<file path="src/rtl/can_bt_pkg.sv">
`timescale 1ns/1ps
package can_bt_pkg;
    typedef enum logic [1:0] {
        SEG_SYNC = 2'd0,
        SEG_PROP = 2'd1,
        SEG_PH1  = 2'd2,
        SEG_PH2  = 2'd3
    } seg_e;
endpackage

</file>
<file path="src/rtl/can_bt_prescaler.sv">
`timescale 1ns/1ps
module can_bt_prescaler #(
    parameter int BRP_W = 7
) (
    input  logic             clk,
    input  logic             rst_n,
    input  logic             restart_i,
    input  logic [BRP_W-1:0] brp_i,
    output logic             tick_o
);
    typedef struct packed {
        logic [BRP_W-1:0] cnt;
    } pre_t;

    pre_t q, d;
    logic tick;

    always_comb begin
        d    = q;
        tick = (q.cnt == brp_i - BRP_W'(1)) && !restart_i;
        if (restart_i || tick) d.cnt = '0;
        else                   d.cnt = q.cnt + BRP_W'(1);
    end

    always_ff @(posedge clk or negedge rst_n) begin
        if (!rst_n) q <= '0;
        else        q <= d;
    end

    assign tick_o = tick;

    // the divider never runs past the captured prescaler value
    assert_cnt_in_range_R2: assert property (@(posedge clk) disable iff (!rst_n)
        q.cnt < brp_i);
endmodule

</file>
<file path="src/rtl/can_bt_seq.sv">
`timescale 1ns/1ps
module can_bt_seq
    import can_bt_pkg::*;
#(
    parameter int BRP_W = 7,
    parameter int SEG_W = 4,
    parameter int SJW_W = 3
) (
    input  logic             clk,
    input  logic             rst_n,
    input  logic             tick_i,
    input  logic             edge_i,
    input  logic             idle_i,
    input  logic [BRP_W-1:0] brp_i,
    input  logic [SEG_W-1:0] prop_i,
    input  logic [SEG_W-1:0] ph1_i,
    input  logic [SEG_W-1:0] ph2_i,
    input  logic [SJW_W-1:0] sjw_i,
    output logic             restart_o,
    output logic [BRP_W-1:0] brp_o,
    output seg_e             seg_o,
    output logic             sample_o,
    output logic             tx_o
);
    localparam int QW = SEG_W + 1;

    typedef struct packed {
        seg_e             seg;
        logic [QW-1:0]    qcnt;
        logic [BRP_W-1:0] brp;
        logic [SEG_W-1:0] prop;
        logic [SEG_W-1:0] ph1;
        logic [SEG_W-1:0] ph2;
        logic [SJW_W-1:0] sjw;
        logic [SJW_W-1:0] ext;
        logic [SJW_W-1:0] cut;
        logic             synced;
        logic             init;
        logic             sample;
        logic             tx;
    } seq_t;

    seq_t q, d;
    logic [QW-1:0]    seg_len, late_e, early_rem;
    logic [SJW_W-1:0] ext_n, cut_n;
    logic             last, hard, soft_ok, early_now, restart, bit_end;

    always_comb begin
        hard      = edge_i && idle_i && !q.init;
        soft_ok   = edge_i && !idle_i && !q.init && !q.synced && (q.seg != SEG_SYNC);
        late_e    = (q.seg == SEG_PROP) ? q.qcnt + QW'(1)
                                        : QW'(q.prop) + q.qcnt + QW'(1);
        early_rem = QW'(q.ph2) - q.qcnt;
        early_now = soft_ok && (q.seg == SEG_PH2) && (early_rem <= QW'(q.sjw));
        restart   = q.init || hard || early_now;

        ext_n = q.ext;
        cut_n = q.cut;
        if (soft_ok && (q.seg == SEG_PH2)) cut_n = q.sjw;
        else if (soft_ok) ext_n = (late_e > QW'(q.sjw)) ? q.sjw : SJW_W'(late_e);

        case (q.seg)
            SEG_SYNC: seg_len = QW'(1);
            SEG_PROP: seg_len = QW'(q.prop);
            SEG_PH1:  seg_len = QW'(q.ph1) + QW'(ext_n);
            default:  seg_len = QW'(q.ph2) - QW'(cut_n);
        endcase
        last    = (q.qcnt == seg_len - QW'(1));
        bit_end = tick_i && (q.seg == SEG_PH2) && last;

        d        = q;
        d.sample = 1'b0;
        d.tx     = 1'b0;
        if (restart || bit_end) begin
            d.seg    = SEG_SYNC;
            d.qcnt   = '0;
            d.brp    = brp_i;
            d.prop   = prop_i;
            d.ph1    = ph1_i;
            d.ph2    = ph2_i;
            d.sjw    = sjw_i;
            d.ext    = '0;
            d.cut    = '0;
            d.synced = 1'b0;
            d.init   = 1'b0;
            d.tx     = 1'b1;
        end else begin
            d.ext = ext_n;
            d.cut = cut_n;
            if (soft_ok) d.synced = 1'b1;
            if (tick_i) begin
                if (last) begin
                    d.qcnt = '0;
                    case (q.seg)
                        SEG_SYNC: d.seg = SEG_PROP;
                        SEG_PROP: d.seg = SEG_PH1;
                        default:  d.seg = SEG_PH2;
                    endcase
                end else begin
                    d.qcnt = q.qcnt + QW'(1);
                end
            end
            d.sample = tick_i && (q.seg == SEG_PH1) && last;
        end
    end

    always_ff @(posedge clk or negedge rst_n) begin
        if (!rst_n) begin
            q        <= '0;
            q.seg    <= SEG_SYNC;
            q.brp    <= BRP_W'(1);
            q.prop   <= SEG_W'(1);
            q.ph1    <= SEG_W'(1);
            q.ph2    <= SEG_W'(2);
            q.sjw    <= SJW_W'(1);
            q.init   <= 1'b1;
        end else begin
            q <= d;
        end
    end

    assign restart_o = restart;
    assign brp_o     = q.brp;
    assign seg_o     = q.seg;
    assign sample_o  = q.sample;
    assign tx_o      = q.tx;

    // the sample strobe only ever appears in phase 2
    assert_sample_in_ph2_R5: assert property (@(posedge clk) disable iff (!rst_n)
        q.sample |-> (q.seg == SEG_PH2));
    // a bit start is always the first quantum of sync
    assert_tx_at_sync_R3: assert property (@(posedge clk) disable iff (!rst_n)
        q.tx |-> (q.seg == SEG_SYNC) && (q.qcnt == '0));
    // the segment only moves on a quantum tick or a restart
    assert_seg_moves_on_tick_R4: assert property (@(posedge clk) disable iff (!rst_n)
        (!tick_i && !restart) |=> $stable(q.seg));
    // the phase 1 extension never exceeds the jump width
    assert_ext_bounded_R8: assert property (@(posedge clk) disable iff (!rst_n)
        q.ext <= q.sjw);
    // the phase 2 cut never exceeds the jump width
    assert_cut_bounded_R9: assert property (@(posedge clk) disable iff (!rst_n)
        q.cut <= q.sjw);
endmodule

</file>
<file path="src/rtl/can_bit_timer.sv">
`timescale 1ns/1ps
module can_bit_timer
    import can_bt_pkg::*;
#(
    parameter int BRP_W = 7,
    parameter int SEG_W = 4,
    parameter int SJW_W = 3
) (
    input  logic             clk,
    input  logic             rst_n,
    input  logic [BRP_W-1:0] brp_i,
    input  logic [SEG_W-1:0] prop_i,
    input  logic [SEG_W-1:0] ph1_i,
    input  logic [SEG_W-1:0] ph2_i,
    input  logic [SJW_W-1:0] sjw_i,
    input  logic             bus_idle_i,
    input  logic             rx_fall_i,
    output logic             tq_tick_o,
    output logic             sample_o,
    output logic             tx_point_o,
    output logic [1:0]       seg_o
);
    logic             tick_w, restart_w;
    logic [BRP_W-1:0] brp_w;
    seg_e             seg_w;

    can_bt_prescaler #(.BRP_W(BRP_W)) u_pre (
        .clk       (clk),
        .rst_n     (rst_n),
        .restart_i (restart_w),
        .brp_i     (brp_w),
        .tick_o    (tick_w)
    );

    can_bt_seq #(.BRP_W(BRP_W), .SEG_W(SEG_W), .SJW_W(SJW_W)) u_seq (
        .clk       (clk),
        .rst_n     (rst_n),
        .tick_i    (tick_w),
        .edge_i    (rx_fall_i),
        .idle_i    (bus_idle_i),
        .brp_i     (brp_i),
        .prop_i    (prop_i),
        .ph1_i     (ph1_i),
        .ph2_i     (ph2_i),
        .sjw_i     (sjw_i),
        .restart_o (restart_w),
        .brp_o     (brp_w),
        .seg_o     (seg_w),
        .sample_o  (sample_o),
        .tx_o      (tx_point_o)
    );

    assign tq_tick_o = tick_w;
    assign seg_o     = seg_w;

    // sample and bit-start strobes never coincide
    assert_strobes_apart_R5: assert property (@(posedge clk) disable iff (!rst_n)
        !(sample_o && tx_point_o));
    // a bit start is never also the end of a quantum unless BRP is one
    assert_tick_after_start_R2: assert property (@(posedge clk) disable iff (!rst_n)
        (tx_point_o && tq_tick_o) |-> (brp_w == BRP_W'(1)));
endmodule

</file>
<file path="config.mk">
export PLATFORM = sky130hd
export DESIGN_NAME = can_bit_timer
export DESIGN_NICKNAME = d
export VERILOG_FILES = /design/src/rtl/can_bt_pkg.sv /design/src/rtl/can_bt_prescaler.sv /design/src/rtl/can_bt_seq.sv /design/src/rtl/can_bit_timer.sv
export SDC_FILE = /design/constraint.sdc
export NUM_CORES = 1
export LEC_CHECK = 0
export CAP_MARGIN = 30
export CORE_ASPECT_RATIO = 0.6
export CORE_UTILIZATION = 25
export DETAILED_ROUTE_END_ITERATION = 6
export GPL_TIMING_DRIVEN = 0
export PLACE_DENSITY_LB_ADDON = 0.25
export SLEW_MARGIN = 40
export SYNTH_ARGS = -nofsm -noshare
export SYNTH_HDL_FRONTEND = slang
export SYNTH_SLANG_ARGS = --single-unit
</file>
<file path="constraint.sdc">
create_clock -name clk -period 8.05 [get_ports clk]
set_clock_uncertainty 0.1 [all_clocks]
set_input_delay 1.2075 -clock clk [delete_from_list [all_inputs] [get_ports clk]]
set_output_delay 1.2075 -clock clk [all_outputs]
set_load 0.02 [all_outputs]
</file>
==> flow_summary.ini <==
[cells_and_area]
finish.utilization_pct = 31.9
diodes = 0
drive_gt1_share_pct = 11.2
regArea_um2 = 1160
area_delta_synth_final_pct = 22.2
design_area_um2 = 3920
fill_cells = 1254
fin_nets = 410
multi_input_area_um2 = 1880

[routing]
first_pass_iters = 5
vias = 2470
drt_wl_total_um = 8130
post_drt_wl_per_cell_um = 15.6
remaining_drc_errors = 0
routed.top_layer = met4
drtAntennaViolNets = 0
drt-met1-wl_um = 4430
initialDrtViolationCount = 185
avgViaCountPerCell = 4.74
dr_wl_met3_um = 612
wl_met2_um = 2990

[timing]
worst_slew_pin_slew_ps = 828
slew_viol_final = 0
rsz0062_at_grt = no
setup_tns_ps = 0
timing.max_slew.rel_slack_pct = 44.2
hold_violations = 0
timing.final.ws_setup_ps = 1650
setup_viol = 0
fmax_mhz = 156
period_share_pct = 79.5
finalCriticalPeriod_ps = 6400

[power]
peakVddDrop_mv = 0.0708
p_sw_uw = 177
p_per_area_nw_per_um2 = 161
comb_power_share_pct = 19.0
leakage_uw = 0.00164
p_sw_share_pct = 28.0
intPower_uw = 454
power_frac_seq_pct = 41.7
p_clk_share_pct = 39.3
power.total_uw = 631

[floorplanning]
die-area_um2 = 13300
core-area_um2 = 12300
initial_core_util_pct = 26.1
die_w_um = 148
fp.dieH_um = 89.7
ios = 31
rows = 31

[cts]
cts-root-buf = clkbuf_16
cts_sinks = 46
clk-insertion-delay-late_ps = 300
cts.repair.resized = 0
holdBufCountCts = 0
cts-buffers-inserted = 5
cts.htree.levels = 2
cts_tree = built
clk_path_buf_depth = 2
clk_pin_slew_ps = 70
post_cts_buffers = 0

[outcome]
status = complete, no violations

[setup_path]
required_ps = 8130
r2r-start = u_seq.q[32]$_DFFE_PN0P_
path_max_fanout = 10
reg2reg_depth = 23
worstSetupPathType = reg2reg
worstSetupEndpointType = flop
crit_path_start = u_seq.q[32]$_DFFE_PN0P_
setup.worst_path.start_class = flop
crit_arrival_ps = 6470

[global_route]
grt_max_degree = 41
grt_pass1_vias = 2344
grt_pass1_wl_um = 13200
antenna_found_initial = 0
overflow = 0
gr-usage-all-layers_pct = 13.1

[placement]
dpl_cell_area_um2 = 3740
hpwl_um = 6350
dp_slack_ps = 1220
io_buffers = 30
gp_congestion = 0.852

[synth]
yosysUniqueCellTypes = 60
netlist_instances = 317
synth_edf_count = 0
synth_seq_area_share_pct = 36.1
netlist_area_um2 = 3210
async_flop_share_pct = 100
synth_seq_cells = 46
ys.flop_type = dfrtp_1
avgSynthCellArea_um2 = 10.1
syn-num-nets = 372
yosysWarnings = 0

[min_path]
holdPathStages = 1
hold_start = u_seq.q[13]$_DFFE_PN0P_
hold_path_class = reg2reg

[run]
cap_violations = 0
## sequential cells by signal, indices dropped and copies added (netlist names)
| signal | cells |
|---|---|
| u_seq.brp_o | 7 |
| u_pre.q | 7 |
| u_seq.tx_o | 1 |
| u_seq.q | 28 |
| u_seq.seg_o | 2 |
| u_seq.sample_o | 1 |
## cell type report
| cell class | instances | share of cell area [%] |
|---|---|---|
| Multi-Input combinational cell | 232 | 47.9 |
| Sequential cell | 46 | 29.6 |
| Timing Repair Buffer | 31 | 8.11 |
| Tap cell | 165 | 5.27 |
| Clock buffer | 5 | 3.19 |
| Inverter | 28 | 2.71 |
| Buffer | 11 | 1.98 |
| Clock inverter | 3 | 1.21 |
## synthesized netlist by cell type, types with 6 or more instances
library cell  instances  share of area [%]
ha_1                 25                9.8
a21oi_1              17                2.7
a31oi_1               6                1.2
nor2b_1               6                1.2
dfrtp_1              40                 31
dfstp_2               6                4.9
xor2_1               10                2.7
mux2_1               17                6.0
o21ai_1               8                1.2
inv_1                24                2.8
nand2_1              10                1.2
xnor2_1              16                4.4
nor2_1               22                2.6
## worst max-delay path, stage by stage (launching register included)
cell	delay, ps
dfrtp_1	510
inv_1	140
ha_1	240
fa_1	420
xor2_1	160
a21oi_1	230
ha_1	280
a32oi_1	200
a21oi_1	60
o21ai_1	230
nor3b_1	90
a221oi_1	590
fa_1	530
o22a_1	240
ha_1	230
xnor2_1	140
or3_1	320
nand4_1	230
inv_1	80
nand2_2	190
o31a_1	270
clkinv_2	250
buf_8	230
mux2_1	310
## path summary, 6_finish.rpt
| kind | to | slack (ps) |
|---|---|---|
| worst max-delay path | u_seq.q[23]$_DFFE_PN0P_ | 1650 |
| worst min-delay path | u_seq.q[13]$_DFFE_PN0P_ | 420 |
| worst max register to register | u_seq.q[23]$_DFFE_PN0P_ | 1650 |
| worst min register to register | u_seq.q[13]$_DFFE_PN0P_ | 420 |
| max in group asynchronous | u_seq.q[21]$_DFFE_PN1P_ | 6740 |
| min in group asynchronous | u_pre.q[3]$_DFF_PN0_ | 610 |
## routing by layer
layer / vias to the layer above / track usage, %
met2: 80 / 15.9
li1: 1204 / -
met5: - / 0
met3: 10 / 3.65
met1: 1176 / 21.6
met4: 0 / 3.09
## through the flow
step	instances	hold WS, ps
4_1_cts	521	404
5_1_grt	521	444
3_5_place_dp	513	388
6_report	521	416
2_1_floorplan	317	367
3_3_place_gp	512	386
## power by group through the flow
stage	logic (µW)	clock network (µW)	registers, µW
2_1_floorplan	78.8	0	261
3_3_place_gp	115	0	266
3_5_place_dp	120	0	267
4_1_cts	121	254	263
5_1_grt	135	263	265
6_report	120	248	263
## logic make-up (layout without fill, tap and decap cells)
logic type / after synthesis / in the layout / synth area share, %
flops: 46 / 46 / 36.1
mux: 27 / 27 / 9.91
simple gates: 84 / 84 / 15.0
xor+xnor: 27 / 27 / 7.80
compound gates: 64 / 64 / 13.0
other cells: 1 / 1 / 0.117
buf+inv: 39 / 78 / 5.74
fa+ha+maj: 29 / 29 / 12.3
## cells in the final DEF, fill, tap and decap left out, drive strengths merged, types with 3 or more instances in the layout
| cell type | synthesis | final |
|---|---|---|
| o21ai | 13 | 13 |
| xnor2 | 16 | 16 |
| o2111ai | 4 | 4 |
| clkdlybuf4s50 | 0 | 29 |
| a21o | 3 | 3 |
| nor4b | 4 | 4 |
| nand3 | 5 | 5 |
| nor3 | 6 | 6 |
| nand2 | 11 | 11 |
| ha | 25 | 25 |
| dfstp | 6 | 6 |
| xor2 | 10 | 10 |
| mux2i | 4 | 4 |
| fa | 4 | 4 |
| a31oi | 6 | 6 |
| nor3b | 4 | 4 |
| and3 | 4 | 4 |
| nand2b | 6 | 6 |
| and2 | 5 | 5 |
| clkbuf | 4 | 9 |
| or3 | 3 | 3 |
| nor2 | 22 | 22 |
| inv | 27 | 29 |
| nor2b | 6 | 6 |
| dfrtp | 40 | 40 |
| mux2 | 23 | 23 |
| buf | 7 | 9 |
| a21oi | 17 | 17 |
| o31ai | 5 | 5 |
(Power assumes the default switching activity.)
